===== config.mk =====
export PLATFORM = sky130hd
export DESIGN_NAME = fmw_tuner
export DESIGN_NICKNAME = d
export VERILOG_FILES = /design/src/rtl/fmw_pkg.sv /design/src/rtl/fmw_cfg_regs.sv /design/src/rtl/fmw_front.sv /design/src/rtl/fmw_scale.sv /design/src/rtl/fmw_sum.sv /design/src/rtl/fmw_tuner.sv
export SDC_FILE = /design/constraint.sdc
export NUM_CORES = 2
export LEC_CHECK = 0
export BUFFER_PORTS_ARGS = -buffer_cell sky130_fd_sc_hd__buf_4
export CORE_ASPECT_RATIO = 1.1
export CORE_MARGIN = 2
export CORE_UTILIZATION = 46
export CTS_BUF_LIST = sky130_fd_sc_hd__clkbuf_8
export DETAILED_ROUTE_END_ITERATION = 8
export GPL_TIMING_DRIVEN = 0
export PLACE_DENSITY = 0.73
export SETUP_SLACK_MARGIN = 0.1
export SYNTH_ARGS = -nofsm -noshare
export SYNTH_HDL_FRONTEND = slang
export SYNTH_SLANG_ARGS = --single-unit
export TNS_END_PERCENT = 30

===== constraint.sdc =====
create_clock -name clk -period 8.6 [get_ports clk]
set_input_delay 1.29 -clock clk [delete_from_list [all_inputs] [get_ports clk]]
set_output_delay 1.29 -clock clk [all_outputs]
set_load 0.03 [all_outputs]

===== src/rtl/fmw_pkg.sv =====
package fmw_pkg;

    localparam int AUD_W  = 16;
    localparam int WORD_W = 32;
    localparam int PAD_W  = WORD_W - AUD_W;
    localparam int PROD_W = 2 * WORD_W + 1;
    localparam int FRAC_SH = WORD_W - 1;
    localparam int NUM_CONST = 3;
    localparam int SEL_W = 2;

    localparam logic [WORD_W-1:0] CENTER_DEFAULT   = 32'h4710_CB29;
    localparam logic [WORD_W-1:0] DEV_MONO_DEFAULT = 32'h004E_A4A8;
    localparam logic [WORD_W-1:0] DEV_MPX_DEFAULT  = 32'h0027_5254;

    typedef enum logic {
        MODE_MONO = 1'b0,
        MODE_MPX  = 1'b1
    } mod_mode_e;

    typedef enum logic [SEL_W-1:0] {
        CSEL_CENTER   = 2'd0,
        CSEL_DEV_MONO = 2'd1,
        CSEL_DEV_MPX  = 2'd2,
        CSEL_NONE     = 2'd3
    } cfg_sel_e;

    typedef struct packed {
        logic                     valid;
        logic signed [WORD_W-1:0] modval;
        logic        [WORD_W-1:0] dev;
        logic        [WORD_W-1:0] center;
    } stage_mod_t;

    typedef struct packed {
        logic                     valid;
        logic        [WORD_W-1:0] offset;
        logic        [WORD_W-1:0] center;
    } stage_off_t;

    function automatic logic signed [WORD_W-1:0] mono_mix(
        input logic [AUD_W-1:0] l,
        input logic [AUD_W-1:0] r
    );
        logic signed [AUD_W-1:0] half_sum;
        half_sum = ($signed(l) >>> 1) + ($signed(r) >>> 1);
        return {half_sum, {PAD_W{1'b0}}};
    endfunction

    function automatic logic [WORD_W-1:0] scale_offset(
        input logic signed [WORD_W-1:0] m,
        input logic        [WORD_W-1:0] dev
    );
        logic signed [PROD_W-1:0] prod;
        prod = $signed({1'b0, dev}) * m;
        return WORD_W'(prod >>> FRAC_SH);
    endfunction

endpackage


===== src/rtl/fmw_cfg_regs.sv =====
module fmw_cfg_regs
    import fmw_pkg::*;
#(
    parameter logic [WORD_W-1:0] CENTER_INIT   = CENTER_DEFAULT,
    parameter logic [WORD_W-1:0] DEV_MONO_INIT = DEV_MONO_DEFAULT,
    parameter logic [WORD_W-1:0] DEV_MPX_INIT  = DEV_MPX_DEFAULT
) (
    input  logic              clk,
    input  logic              rst,
    input  logic              wr,
    input  logic [SEL_W-1:0]  sel,
    input  logic [WORD_W-1:0] data,
    output logic [WORD_W-1:0] center,
    output logic [WORD_W-1:0] dev_mono,
    output logic [WORD_W-1:0] dev_mpx
);
    localparam logic [NUM_CONST-1:0][WORD_W-1:0] INITS =
        {DEV_MPX_INIT, DEV_MONO_INIT, CENTER_INIT};

    logic [NUM_CONST-1:0][WORD_W-1:0] regs;

    for (genvar i = 0; i < NUM_CONST; i++) begin : g_const
        always_ff @(posedge clk) begin
            if (rst) begin
                regs[i] <= INITS[i];
            end else if (wr && sel == SEL_W'(i)) begin
                regs[i] <= data;
            end
        end
    end

    assign center   = regs[CSEL_CENTER];
    assign dev_mono = regs[CSEL_DEV_MONO];
    assign dev_mpx  = regs[CSEL_DEV_MPX];
endmodule


===== src/rtl/fmw_front.sv =====
module fmw_front
    import fmw_pkg::*;
(
    input  logic              clk,
    input  logic              rst,
    input  logic              in_valid,
    input  logic              mode,
    input  logic [AUD_W-1:0]  left,
    input  logic [AUD_W-1:0]  right,
    input  logic [WORD_W-1:0] mpx,
    input  logic [WORD_W-1:0] center,
    input  logic [WORD_W-1:0] dev_mono,
    input  logic [WORD_W-1:0] dev_mpx,
    output stage_mod_t        s_out
);
    mod_mode_e  md;
    stage_mod_t nxt;

    always_comb begin
        md = mod_mode_e'(mode);
        nxt.valid  = in_valid;
        nxt.center = center;
        if (md == MODE_MPX) begin
            nxt.modval = $signed(mpx);
            nxt.dev    = dev_mpx;
        end else begin
            nxt.modval = mono_mix(left, right);
            nxt.dev    = dev_mono;
        end
    end

    always_ff @(posedge clk) begin
        if (rst) begin
            s_out <= '0;
        end else begin
            s_out.valid <= in_valid;
            if (in_valid) begin
                s_out <= nxt;
            end
        end
    end
endmodule


===== src/rtl/fmw_scale.sv =====
module fmw_scale
    import fmw_pkg::*;
(
    input  logic       clk,
    input  logic       rst,
    input  stage_mod_t s_in,
    output stage_off_t s_out
);
    always_ff @(posedge clk) begin
        if (rst) begin
            s_out <= '0;
        end else begin
            s_out.valid <= s_in.valid;
            if (s_in.valid) begin
                s_out.offset <= scale_offset(s_in.modval, s_in.dev);
                s_out.center <= s_in.center;
            end
        end
    end
endmodule


===== src/rtl/fmw_sum.sv =====
module fmw_sum
    import fmw_pkg::*;
(
    input  logic              clk,
    input  logic              rst,
    input  stage_off_t        s_in,
    output logic              word_valid,
    output logic [WORD_W-1:0] word
);
    always_ff @(posedge clk) begin
        if (rst) begin
            word_valid <= 1'b0;
            word       <= '0;
        end else begin
            word_valid <= s_in.valid;
            if (s_in.valid) begin
                word <= s_in.center + s_in.offset;
            end
        end
    end
endmodule


===== src/rtl/fmw_tuner.sv =====
module fmw_tuner
    import fmw_pkg::*;
#(
    parameter logic [WORD_W-1:0] CENTER_INIT   = CENTER_DEFAULT,
    parameter logic [WORD_W-1:0] DEV_MONO_INIT = DEV_MONO_DEFAULT,
    parameter logic [WORD_W-1:0] DEV_MPX_INIT  = DEV_MPX_DEFAULT
) (
    input  logic              clk,
    input  logic              rst,
    input  logic              mode,
    input  logic              in_valid,
    input  logic [AUD_W-1:0]  left,
    input  logic [AUD_W-1:0]  right,
    input  logic [WORD_W-1:0] mpx,
    input  logic              cfg_wr,
    input  logic [SEL_W-1:0]  cfg_sel,
    input  logic [WORD_W-1:0] cfg_data,
    output logic              word_valid,
    output logic [WORD_W-1:0] word
);
    logic [WORD_W-1:0] center, dev_mono, dev_mpx;
    stage_mod_t        s1;
    stage_off_t        s2;

    fmw_cfg_regs #(
        .CENTER_INIT  (CENTER_INIT),
        .DEV_MONO_INIT(DEV_MONO_INIT),
        .DEV_MPX_INIT (DEV_MPX_INIT)
    ) u_regs (
        .clk     (clk),
        .rst     (rst),
        .wr      (cfg_wr),
        .sel     (cfg_sel),
        .data    (cfg_data),
        .center  (center),
        .dev_mono(dev_mono),
        .dev_mpx (dev_mpx)
    );

    fmw_front u_front (
        .clk     (clk),
        .rst     (rst),
        .in_valid(in_valid),
        .mode    (mode),
        .left    (left),
        .right   (right),
        .mpx     (mpx),
        .center  (center),
        .dev_mono(dev_mono),
        .dev_mpx (dev_mpx),
        .s_out   (s1)
    );

    fmw_scale u_scale (
        .clk  (clk),
        .rst  (rst),
        .s_in (s1),
        .s_out(s2)
    );

    fmw_sum u_sum (
        .clk       (clk),
        .rst       (rst),
        .s_in      (s2),
        .word_valid(word_valid),
        .word      (word)
    );
endmodule


==> impl_metrics.yaml <==
synthesis:
  synth_xor_area_share_pct: 1.37
  synth_compound_area_share_pct: 6.07
  synth_top_family_by_area: "adder cells"
  ys.flop_type: "dfxtp_1"
  synth_fa_ha_area_share_pct: 48.5
  synth.distinct_cells: 77
  synth_edf_count: 0
  synthMuxAreaShare_pct: 3.09
  syn_inst: 5025
  ys_seq_elements: 291
  async_flop_share_pct: 0
  synth_warnings: 0
  synth_area_per_cell_sq_um: 9.04
  seq_area_frac_synth_pct: 12.8
  syn_area_sq_um: 45400
  yosys.area_share.simple_pct: 18.0
  syn_nets: 6351
setup_path:
  cpMostUsedCell: "fa_1"
  cp.required_ps: 9060
  cp_data_arrival_time_ps: 8940
  path_cells: "buf_2 > nand2_1 > fa_1 > inv_1 > fa_1 > fa_1 > fa_1 > fa_1 > fa_1 > fa_1 > inv_1 > fa_1 > inv_1 > ha_1 > and4_1 > and3_1 > nand4_1 > o21ai_4 > nor2_1 > a31oi_1 > a31oi_2 > o21bai_1 > xnor2_1 > o21ai_0"
  slowest_stage: "fa_1"
  path_buf_inv: 4
  cpPeakStageDelay_ps: 680
  timing.critical_path.to_type: "flop"
  crit_family: "adder cells"
  critPathMaxFanout: 10
  crit_cells: 24
  criticalPathCategory: "reg -> reg"
  ff2ff_path_depth: 24
  r2r_slack_ps: 120
  critPathLaunchType: "flop"
detailed_routing:
  avgViaCountPerCell: 5.62
  vias: 36598
  drt_wl_total_mm: 155
  first_pass_iters: 7
  routedWlPerCell_microns: 23.9
  drc: 0
  drt_iter0_markers: 3132
  antenna_left: 0
finish:
  postLayoutCellArea_sq_um: 49200
  n_antenna_cell: 0
  post_route_cells_drive_above_1_share_pct: 7.49
  fin_cells: 6512
  synthToLayoutAreaGrowth_pct: 8.37
  fin_nets: 6528
  fillCellCount: 9174
clocking:
  insertion_delay_ps: 610
  cts_sinks: 291
  cts_root_buf: "clkbuf_8"
  cts_tree: "built"
  cts_buffers: 42
  clkTransAtPathRegs_ps: 70
  cts_max_level: 2
  cts_hold_buf: 0
  clk_path_buf_depth: 3
timing:
  setup_viol_count_final: 0
  rsz0062_at_grt: "yes"
  hold_violations: 0
  max_slew.worst_pin.slew_ps: 912
  report.final.slew_viol_count: 0
  fmax_mhz: 118
  fin_crit_sh_pct: 98.6
  finClkSkew_ps: 30.6
  slew_headroom_pct: 39.2
  layout_setup_ws_ps: 117
  period_minus_slack_ps: 8480
place:
  place_hpwl_mm: 132
  numPortBuffers: 132
  dp.cells: 6438
  dpl_cell_area_sq_um: 48000
  gp_congestion: 1.06
  dpl_worst_slack_ps: -580
floorplanning:
  io_pins: 136
  dieArea_sq_um: 101000
  core_area_sq_um: 97600
  initial_core_util_pct: 46.5
  num_rows: 120
  die_width_microns: 304
  fp.dieH_microns: 334
status:
  outcome: "complete, no violations"
grt:
  grtUsageTotal_pct: 31.0
  grt_pass1_wl_mm: 231
  grt_pass1_vias: 38349
  grt_overflow: 0
  antenna_found_initial: 4
  grt_max_degree: 13
power:
  p_leak_nw: 24.5
  total_power_mw: 6.79
  power_density_nw_per_um2: 138
  ir_drop_v: 0.000175
worst_hold_path:
  hold_class: "reg -> reg"
  min_path_cells: 2
flow_run:
  maxCapViolations: 0
## logic make-up after synthesis
logic type | Yosys count
buffers and inverters | 1216
AND/OR/NAND/NOR | 1659
adder cells (fa/ha/maj) | 1223
flip-flops | 291
AO/OA/AOI/OAI | 425
XOR/XNOR | 71
multiplexers | 140
## cell type report
cell class / count / area (sq um) / share of cell area [%]
Clock inverter: 19 / 131 / 0.267
Clock buffer: 54 / 743 / 1.51
Sequential cell: 291 / 5850 / 11.9
Buffer: 292 / 1290 / 2.63
Timing Repair Buffer: 133 / 1010 / 2.05
Inverter: 924 / 3470 / 7.05
Tap cell: 1281 / 1600 / 3.26
Multi-Input combinational cell: 3518 / 35100 / 71.3
## metrics by stage
step / hold slack (ps) / setup TNS, ps / util, %
3_3_place_gp: 442 / -2470 / 49.2
4_1_cts: 455 / 0 / 50.2
6_report: 457 / 0 / 50.4
3_5_place_dp: 446 / -4140 / 49.2
2_1_floorplan: 429 / 0 / -
5_1_grt: 471 / 0 / 50.4
## synthesized netlist by cell type (3+ instances only)
| cell type | instances | share of area, % |
|---|---|---|
| inv_1 | 921 | 7.6 |
| fa_1 | 898 | 40 |
| and2_1 | 634 | 8.7 |
| nand2_1 | 626 | 5.2 |
| ha_1 | 325 | 9.0 |
| dfxtp_1 | 291 | 13 |
| clkbuf_1 | 277 | 2.3 |
| nor2_1 | 232 | 1.9 |
| a21oi_1 | 141 | 1.6 |
| mux2i_1 | 140 | 3.1 |
| o21ai_0 | 56 | 0.62 |
| nand3_1 | 52 | 0.57 |
| a211oi_1 | 49 | 0.81 |
| a21o_1 | 45 | 0.74 |
| xnor2_1 | 44 | 0.85 |
| xor2_1 | 27 | 0.52 |
| nand2b_1 | 26 | 0.36 |
| nand4_1 | 18 | 0.25 |
| nor3_1 | 18 | 0.20 |
| o211ai_1 | 18 | 0.30 |
| a22oi_1 | 16 | 0.26 |
| a31oi_1 | 14 | 0.19 |
| o21bai_1 | 14 | 0.23 |
| buf_1 | 12 | 0.099 |
| nor2b_1 | 11 | 0.15 |
| and3_1 | 10 | 0.14 |
| o21ai_1 | 8 | 0.088 |
| o22ai_1 | 8 | 0.11 |
| o21a_1 | 7 | 0.12 |
| nand3b_1 | 5 | 0.083 |
| a2111oi_0 | 4 | 0.077 |
| a211o_1 | 4 | 0.077 |
| nor3b_1 | 4 | 0.066 |
| or3_1 | 4 | 0.055 |
| a41oi_1 | 3 | 0.058 |
| and4_1 | 3 | 0.058 |
| clkinv_1 | 3 | 0.025 |
| nand4b_1 | 3 | 0.058 |
| nor4_1 | 3 | 0.041 |
| o311ai_0 | 3 | 0.058 |
| o31ai_1 | 3 | 0.050 |
## worst paths after layout
| path | from | end |
|---|---|---|
| worst min-delay path | u_regs.dev_mono[24]$_SDFFE_PP0P_ | u_regs.dev_mono[24]$_SDFFE_PP0P_ |
| worst max register to register | u_front.s_out[42]$_SDFFE_PP0P_ | u_scale.s_out[48]$_SDFFE_PP0P_ |
| worst min register to register | u_regs.dev_mono[24]$_SDFFE_PP0P_ | u_regs.dev_mono[24]$_SDFFE_PP0P_ |
| worst max-delay path | u_front.s_out[42]$_SDFFE_PP0P_ | u_scale.s_out[48]$_SDFFE_PP0P_ |
## repair_timing
| item | 4_1_cts | 5_1_grt |
|---|---|---|
| resized for setup | 79 | 208 |
| setup buffers | 0 | 1 |
| endpoints found under the setup margin | 23 | 24 |
## where the power goes
group,switching (mW),leakage (nW),internal (mW)
sequential,0.130,2.38,1.44
clock,0.556,0.489,0.600
combinational,2.59,21.6,1.48
## metal layers
| layer | track usage (%) | routed length, microns | vias to the layer above |
|---|---|---|---|
| met5 | 0 | 50 | - |
| met4 | 21.2 | 13500 | 6 |
| met3 | 7.53 | 16700 | 654 |
| met2 | 49.4 | 70800 | 2058 |
| met1 | 36.7 | 54300 | 18292 |
| li1 | - | - | 15588 |
## worst min-delay path: cells and delay by family (launching register included)
kind | cells | cell delay [ps]
AO/OA/AOI/OAI | 1 | 50
flip-flops | 1 | 310
AND/OR/NAND/NOR | 1 | 50
## layout by cell type, fill, tap and decap left out, types with 5 or more instances in the layout
master    instances
nor3_1           18
nor2_1          232
and2_1          634
nor2b_1          11
and3_1           10
a21oi_1         140
xor2_1           27
mux2i_1         140
clkbuf_2        130
nand2b_1         26
buf_1            12
o21ai_1           8
o211ai_1         18
o21a_1            7
dfxtp_1         269
ha_1            325
nand2_1         626
a211oi_1         49
clkbuf_1        131
clkbuf_8         54
fa_1            898
dfxtp_2          22
nand3_1          52
a21o_1           45
a31oi_1          13
xnor2_1          44
a22oi_1          16
nand3b_1          5
o21ai_0          55
buf_2            14
nand4_1          18
o21bai_1         14
o22ai_1           8
buf_4           133
inv_1           931
## registers in the layout, indices dropped and copies added, names as in the netlist
register / cells
u_regs.center: 32
u_regs.dev_mono: 32
u_sum.word: 32
u_scale.s_out: 65
u_front.s_out: 97
u_sum.word_valid: 1
u_regs.dev_mpx: 32
(Power assumes the default switching activity.)
